`config.mk`:
```
export PLATFORM = sky130hd
export DESIGN_NAME = shmq_ctrl
export DESIGN_NICKNAME = d
export VERILOG_FILES = /design/src/rtl/shmq_pkg.sv /design/src/rtl/shmq_addr.sv /design/src/rtl/shmq_occupancy.sv /design/src/rtl/shmq_word_ctr.sv /design/src/rtl/shmq_ctrl.sv
export SDC_FILE = /design/constraint.sdc
export NUM_CORES = 1
export LEC_CHECK = 0
export ABC_AREA = 1
export BUFFER_PORTS_ARGS = -buffer_cell sky130_fd_sc_hd__buf_2
export CORE_MARGIN = 4
export CORE_UTILIZATION = 35
export CTS_CLUSTER_DIAMETER = 40
export CTS_CLUSTER_SIZE = 28
export DETAILED_ROUTE_END_ITERATION = 8
export PLACE_DENSITY_LB_ADDON = 0.25
export SLEW_MARGIN = 25
export SYNTH_ARGS = -nofsm -noshare
export SYNTH_HDL_FRONTEND = slang
export SYNTH_SLANG_ARGS = --single-unit
```
`constraint.sdc`:
```
create_clock -name clk -period 10.3 [get_ports clk]
set_clock_uncertainty 0.1 [all_clocks]
set_input_delay 2.06 -clock clk [delete_from_list [all_inputs] [get_ports clk]]
set_output_delay 2.06 -clock clk [all_outputs]
set_load 0.02 [all_outputs]
```
`src/rtl/shmq_pkg.sv`:
```
package shmq_pkg;

  typedef enum logic [2:0] {
    ST_IDLE,
    ST_RD_HEAD,
    ST_RD_TAIL,
    ST_CHECK,
    ST_MOVE,
    ST_COMMIT
  } shmq_state_e;

  // advance a message-slot pointer with wrap
  function automatic logic [31:0] shmq_wrap_inc(input logic [31:0] idx,
                                                input int unsigned n);
    if (idx + 32'd1 >= 32'(n)) return 32'd0;
    return idx + 32'd1;
  endfunction

  // byte address of a word inside an absolute slot
  function automatic logic [31:0] shmq_slot_addr(input logic [31:0] base,
                                                 input logic [31:0] slot,
                                                 input logic [31:0] word,
                                                 input int unsigned slot_sh);
    return base + (slot << slot_sh) + (word << 2);
  endfunction

endpackage

```
`src/rtl/shmq_addr.sv`:
```
module shmq_addr #(
  parameter int unsigned ADDR_W     = 16,
  parameter int unsigned BASE_ADDR  = 0,
  parameter int unsigned SLOT_BYTES = 64
) (
  input  logic [31:0]       slot,
  input  logic [31:0]       word,
  output logic [ADDR_W-1:0] addr
);
  import shmq_pkg::*;
  localparam int unsigned SLOT_SH = $clog2(SLOT_BYTES);

  logic [31:0] full_addr;
  assign full_addr = shmq_slot_addr(32'(BASE_ADDR), slot, word, SLOT_SH);
  assign addr      = full_addr[ADDR_W-1:0];
endmodule

```
`src/rtl/shmq_occupancy.sv`:
```
module shmq_occupancy #(
  parameter int unsigned MSG_SLOTS = 4
) (
  input  logic [31:0] head,
  input  logic [31:0] tail,
  output logic        is_empty,
  output logic        is_full
);
  import shmq_pkg::*;
  assign is_empty = (head == tail);
  assign is_full  = (shmq_wrap_inc(tail, MSG_SLOTS) == head);
endmodule

```
`src/rtl/shmq_word_ctr.sv`:
```
module shmq_word_ctr #(
  parameter int unsigned CNT_W = 4,
  parameter int unsigned LAST  = 15
) (
  input  logic             clk,
  input  logic             rst_n,
  input  logic             clr,
  input  logic             inc,
  output logic [CNT_W-1:0] cnt,
  output logic             at_last
);
  always_ff @(posedge clk) begin
    if (!rst_n || clr) cnt <= '0;
    else if (inc)      cnt <= cnt + 1'b1;
  end
  assign at_last = (cnt == CNT_W'(LAST));


  cnt_bound_chk: assert property (@(posedge clk) disable iff (!rst_n)
    (cnt == CNT_W'(LAST) && inc) |=> (cnt == '0));
endmodule

```
`src/rtl/shmq_ctrl.sv`:
```
module shmq_ctrl #(
  parameter int unsigned ADDR_W     = 16,
  parameter int unsigned BASE_ADDR  = 0,
  parameter int unsigned SLOT_BYTES = 64,
  parameter int unsigned SLOT_CNT   = 6,
  localparam int unsigned WORDS     = SLOT_BYTES / 4,
  localparam int unsigned WORD_W    = (WORDS > 1) ? $clog2(WORDS) : 1
) (
  input  logic              clk,
  input  logic              rst_n,
  input  logic              enq_start,
  input  logic [31:0]       enq_data,
  output logic [WORD_W-1:0] enq_idx,
  output logic              enq_done,
  input  logic              deq_start,
  output logic [31:0]       deq_data,
  output logic [WORD_W-1:0] deq_idx,
  output logic              deq_valid,
  output logic              deq_done,
  output logic              op_err,
  output logic              busy,
  output logic              q_empty,
  output logic              q_full,
  output logic [ADDR_W-1:0] mem_addr,
  output logic              mem_re,
  output logic              mem_we,
  output logic [31:0]       mem_wdata,
  input  logic [31:0]       mem_rdata
);
  import shmq_pkg::*;

  localparam int unsigned MSG_SLOTS = SLOT_CNT - 2;
  localparam logic [ADDR_W-1:0] HEAD_ADDR = ADDR_W'(BASE_ADDR);
  localparam logic [ADDR_W-1:0] TAIL_ADDR = ADDR_W'(BASE_ADDR + SLOT_BYTES);

  shmq_state_e       state_q;
  logic              op_enq_q;
  logic [31:0]       head_q, tail_q;
  logic              rd_pend_q;
  logic [WORD_W-1:0] rd_idx_q;
  logic              empty_q, full_q;

  // named internal events
  logic in_move, in_commit, in_check;
  logic pre_empty, pre_full, post_empty, post_full, reject;
  logic [31:0] tail_view, head_nxt, tail_nxt, head_post, tail_post;
  logic [31:0] slot_sel, word_sel;
  logic [WORD_W-1:0] wcnt;
  logic wlast;

  assign in_move   = (state_q == ST_MOVE);
  assign in_commit = (state_q == ST_COMMIT);
  assign in_check  = (state_q == ST_CHECK);

  assign tail_view = in_check ? mem_rdata : tail_q;
  assign head_nxt  = shmq_wrap_inc(head_q, MSG_SLOTS);
  assign tail_nxt  = shmq_wrap_inc(tail_q, MSG_SLOTS);
  assign head_post = op_enq_q ? head_q : head_nxt;
  assign tail_post = op_enq_q ? tail_nxt : tail_q;

  shmq_occupancy #(.MSG_SLOTS(MSG_SLOTS)) u_occ_pre (
    .head(head_q), .tail(tail_view), .is_empty(pre_empty), .is_full(pre_full));
  shmq_occupancy #(.MSG_SLOTS(MSG_SLOTS)) u_occ_post (
    .head(head_post), .tail(tail_post), .is_empty(post_empty), .is_full(post_full));

  assign reject = op_enq_q ? pre_full : pre_empty;

  shmq_word_ctr #(.CNT_W(WORD_W), .LAST(WORDS - 1)) u_wctr (
    .clk(clk), .rst_n(rst_n), .clr(!in_move), .inc(in_move),
    .cnt(wcnt), .at_last(wlast));

  always_comb begin
    slot_sel = 32'd0;
    unique case (state_q)
      ST_RD_TAIL: slot_sel = 32'd1;
      ST_MOVE:    slot_sel = (op_enq_q ? tail_q : head_q) + 32'd2;
      ST_COMMIT:  slot_sel = op_enq_q ? 32'd1 : 32'd0;
      default:    slot_sel = 32'd0;
    endcase
  end
  assign word_sel = in_move ? 32'(wcnt) : 32'd0;

  shmq_addr #(.ADDR_W(ADDR_W), .BASE_ADDR(BASE_ADDR), .SLOT_BYTES(SLOT_BYTES)) u_addr (
    .slot(slot_sel), .word(word_sel), .addr(mem_addr));

  assign mem_re    = (state_q == ST_RD_HEAD) || (state_q == ST_RD_TAIL) || (in_move && !op_enq_q);
  assign mem_we    = (in_move && op_enq_q) || in_commit;
  assign mem_wdata = in_commit ? (op_enq_q ? tail_nxt : head_nxt) : enq_data;

  assign enq_idx   = wcnt;
  assign deq_valid = rd_pend_q;
  assign deq_idx   = rd_idx_q;
  assign deq_data  = mem_rdata;
  assign enq_done  = in_commit && op_enq_q;
  assign deq_done  = in_commit && !op_enq_q;
  assign op_err    = in_check && reject;
  assign busy      = (state_q != ST_IDLE);
  assign q_empty   = empty_q;
  assign q_full    = full_q;

  always_ff @(posedge clk) begin
    if (!rst_n) begin
      state_q   <= ST_IDLE;
      op_enq_q  <= 1'b0;
      head_q    <= '0;
      tail_q    <= '0;
      rd_pend_q <= 1'b0;
      rd_idx_q  <= '0;
      empty_q   <= 1'b1;
      full_q    <= 1'b0;
    end else begin
      rd_pend_q <= in_move && !op_enq_q;
      rd_idx_q  <= wcnt;
      unique case (state_q)
        ST_IDLE: begin
          if (enq_start) begin
            op_enq_q <= 1'b1;
            state_q  <= ST_RD_HEAD;
          end else if (deq_start) begin
            op_enq_q <= 1'b0;
            state_q  <= ST_RD_HEAD;
          end
        end
        ST_RD_HEAD: state_q <= ST_RD_TAIL;
        ST_RD_TAIL: begin
          head_q  <= mem_rdata;
          state_q <= ST_CHECK;
        end
        ST_CHECK: begin
          tail_q  <= mem_rdata;
          empty_q <= pre_empty;
          full_q  <= pre_full;
          state_q <= reject ? ST_IDLE : ST_MOVE;
        end
        ST_MOVE: if (wlast) state_q <= ST_COMMIT;
        ST_COMMIT: begin
          empty_q <= post_empty;
          full_q  <= post_full;
          state_q <= ST_IDLE;
        end
        default: state_q <= ST_IDLE;
      endcase
    end
  end


  err_no_write_chk: assert property (@(posedge clk) disable iff (!rst_n)
    op_err |-> !mem_we);

  err_no_data_chk: assert property (@(posedge clk) disable iff (!rst_n)
    op_err |=> !deq_valid);

  flags_exclusive_chk: assert property (@(posedge clk) disable iff (!rst_n)
    !(q_empty && q_full));

  single_event_chk: assert property (@(posedge clk) disable iff (!rst_n)
    $onehot0({enq_done, deq_done, op_err}));

  open_with_head_chk: assert property (@(posedge clk) disable iff (!rst_n)
    $rose(busy) |-> (mem_re && mem_addr == HEAD_ADDR));

  deq_after_read_chk: assert property (@(posedge clk) disable iff (!rst_n)
    deq_valid |-> $past(mem_re));

  index_range_chk: assert property (@(posedge clk) disable iff (!rst_n)
    (mem_we && (enq_done || deq_done) && (mem_addr == HEAD_ADDR || mem_addr == TAIL_ADDR))
      |-> (mem_wdata < 32'(MSG_SLOTS)));

  quiet_idle_chk: assert property (@(posedge clk) disable iff (!rst_n)
    !busy |-> (!mem_we && !mem_re));
endmodule

```
==> out/qor.yml <==
portBuffers: 162
num_vias: 10300
synth_edf_count: 0
cp_data_arrival_time_ns: 5.13
crit_fanout: 5
gp_congestion: 0.931
ys_seq_area_share_pct: 18.1
yosys.cell_types.count: 55
slew_violations: 0
clockBufferDepth: 2
io_pins: 165
internal_power_mw: 0.761
power_density_nw_per_um2: 150
ir_worst_vdd_uv: 80.1
period_needed_ns: 7.29
fin_crit_sh_pct: 70.7
cp-end-kind: "primary output"
synth-seq-cells: 79
root_buffer: "clkbuf_16"
p_leak_nw: 4.57
async_flop_share_pct: 0
crit_slowest_cell: "ha_1"
p_seq_share_pct: 28.2
syn2layout_area_growth_pct: 12.8
antenna_cells: 0
synth_top_area_share_pct: 18.1
clkSlewWorstSetupHoldPaths_ns: 0.07
crit_type: "input pin to primary output"
synth_commonest_cells: "nand2_1 (393), nor2_1 (249), inv_1 (204)"
n_fill_cell: 2756
yosysWarnings: 0
tritoncts: "yes"
nets: 1731
rsz0062_at_grt: "no"
combinationalPowerShare_pct: 49.0
crit_required_ns: 8.14
grt.total_usage_pct: 23.9
maxCapViolCount: 0
cts_hold_buffers: 0
synth.most_common_cell: "nand2_1"
core_area_sq_um: 24500
first_pass_iters: 6
antenna_found_initial: 0
finish.utilization_pct: 40.3
die_w_um: 166
yosys_most_used_dff: "dfxtp_1"
rrSetupSlack_ns: 4.86
grt_pass1_vias: 9659
tightest_slew_ns: 0.806
p_sw_share_pct: 48.5
initial_utilization_pct: 35.7
ctsResizeCount: 0
crit_top_cell: "nand2_1"
cp_slowest_stage_delay_ns: 0.25
finalSetupTns_ns: 0
netlist_instances: 1548
status: "complete, no violations"
cts_made_buffers: 9
viasPerCell: 5.21
die_y_um: 166
setup.worst_path.start_class: "input pin"
insertion_delay_ns: 0.36
yosysTopAreaCell: "dfxtp_1"
post-dp-hpwl_um: 28100
layout-drive-gt1-share_pct: 15.3
grt_max_degree: 67
hold_class: "flop to flop"
clock_sinks: 79
dieArea_sq_um: 27500
wl_um: 34100
ys_top_cells_by_area: "dfxtp_1 (18%), nand2_1 (17%), nor2_1 (11%)"
grt_pass1_wl_um: 53500
slew_headroom_pct: 46.2
overflow: 0
setup_violations: 0
post_cts_buffers: 0
p_sw_mw: 0.715
wire_per_inst_um: 17.2
clock.fmax_mhz: 137
row_count: 57
detail-route-antenna-nets: 0
cts-htree-levels: 3
syn_avg_cell_area_sq_um: 5.64
timing_hold_violations_final: 0
post_synth_instance_area_sq_um: 8730
drc: 0
drt_iter0_markers: 997
p_clk_share_pct: 22.8
==> stage by stage <==
step / instance area [sq um] / hold slack [ns] / total power, mW / instances / worst slack (ns)
after global routing: 9850 / 0.383 / 1.57 / 1984 / 2.66
after global placement: 9550 / 0.330 / 1.13 / 1968 / 3.15
after CTS: 9850 / 0.341 / 1.47 / 1984 / 3.01
after floorplan: 8740 / 0.418 / 0.906 / 1549 / 3.68
after detailed placement: 9550 / 0.331 / 1.13 / 1968 / 3.05
final: 9850 / 0.344 / 1.48 / 1984 / 3.01
==> layout by cell type (no fill, tap or decap), types with 3 or more instances in the layout <==
| master | netlist | final |
|---|---|---|
| nor2_1 | 249 | 249 |
| dfxtp_1 | 79 | 78 |
| nand2_1 | 393 | 393 |
| o31ai_1 | 4 | 4 |
| nor2_4 | 5 | 5 |
| nand3_1 | 88 | 88 |
| clkinv_1 | 6 | 6 |
| buf_2 | 2 | 162 |
| clkbuf_16 | 0 | 9 |
| buf_4 | 35 | 7 |
| nand4_1 | 45 | 45 |
| nor3_1 | 35 | 35 |
| o21ai_2 | 14 | 14 |
| a21oi_1 | 50 | 50 |
| xor2_1 | 72 | 72 |
| a31oi_1 | 3 | 3 |
| inv_1 | 204 | 204 |
| nor4_1 | 21 | 21 |
| a211oi_1 | 3 | 3 |
| ha_1 | 8 | 8 |
| o21ai_1 | 17 | 17 |
| nand2_2 | 8 | 8 |
| o21ai_0 | 77 | 77 |
| clkinvlp_4 | 0 | 3 |
| nor3b_1 | 5 | 5 |
| xnor2_1 | 16 | 16 |
| o2111ai_1 | 4 | 4 |
| o21a_1 | 4 | 4 |
| nand3b_1 | 7 | 7 |
| nor2_2 | 16 | 16 |
| inv_2 | 11 | 11 |
==> logic make-up (layout without fill, tap and decap cells) <==
logic type                 count (synthesis)  in the layout  synth area share [%]
adders and majority gates                  8              8                  1.15
buffers and inverters                    295            406                  14.7
and+or+nand+nor                          890            890                  44.8
DFF                                       79             79                  18.1
AOI/OAI and AO/OA                        187            187                  12.3
xor gates and xnor gates                  88             88                  8.82
other                                      1              2                0.0429
==> power groups by stage <==
| stage | Clock (mW) | Combinational, mW | Sequential, mW |
|---|---|---|---|
| after floorplan | 0 | 0.516 | 0.390 |
| after global placement | 0 | 0.708 | 0.421 |
| after detailed placement | 0 | 0.711 | 0.420 |
| after CTS | 0.337 | 0.714 | 0.414 |
| after global routing | 0.349 | 0.796 | 0.422 |
| final | 0.336 | 0.722 | 0.417 |
==> critical path: cells and delay by family <==
family	cells	cell delay (ns)
and+or+nand+nor	19	2.14
AOI/OAI and AO/OA	2	0.24
adders and majority gates	1	0.25
buffers and inverters	3	0.43
==> layer usage <==
layer  part of all wire (%)  GRT usage (%)
met5                      0              0
met4                    2.7           6.96
met3                    6.3           3.26
met2                     46           39.3
met1                     45           32.9
==> state kept, by name, indices dropped and copies added (netlist names) <==
name	count
deq_valid	1
head_q	32
tail_q	32
deq_idx	4
q_empty	1
q_full	1
state_q	3
op_enq_q	1
u_wctr.cnt	4
==> cell type report <==
class                           count  area [sq um]  area share (%)
Clock inverter                      6          70.1           0.711
Inverter                          221           830            8.42
Clock buffer                       10           229            2.32
Tap cell                          324           405            4.12
Timing Repair Buffer              169           863            8.77
Multi-Input combinational cell   1175          5870            59.6
Sequential cell                    79          1580            16.1
==> path summary, 6_finish.rpt <==
kind / endpoint / cells after the start / startpoint
setup reg to reg: q_full$_SDFFE_PN0P_ / 30 / tail_q[1]$_SDFF_PN0_
setup / recovery: op_err / 25 / mem_rdata[0]
hold / removal: deq_idx[3]$_SDFF_PN0_ / 2 / u_wctr.cnt[3]$_SDFFE_PP0N_
hold reg to reg: deq_idx[3]$_SDFF_PN0_ / 2 / u_wctr.cnt[3]$_SDFFE_PP0N_
No activity file was read; power rests on OpenSTA's default activity.
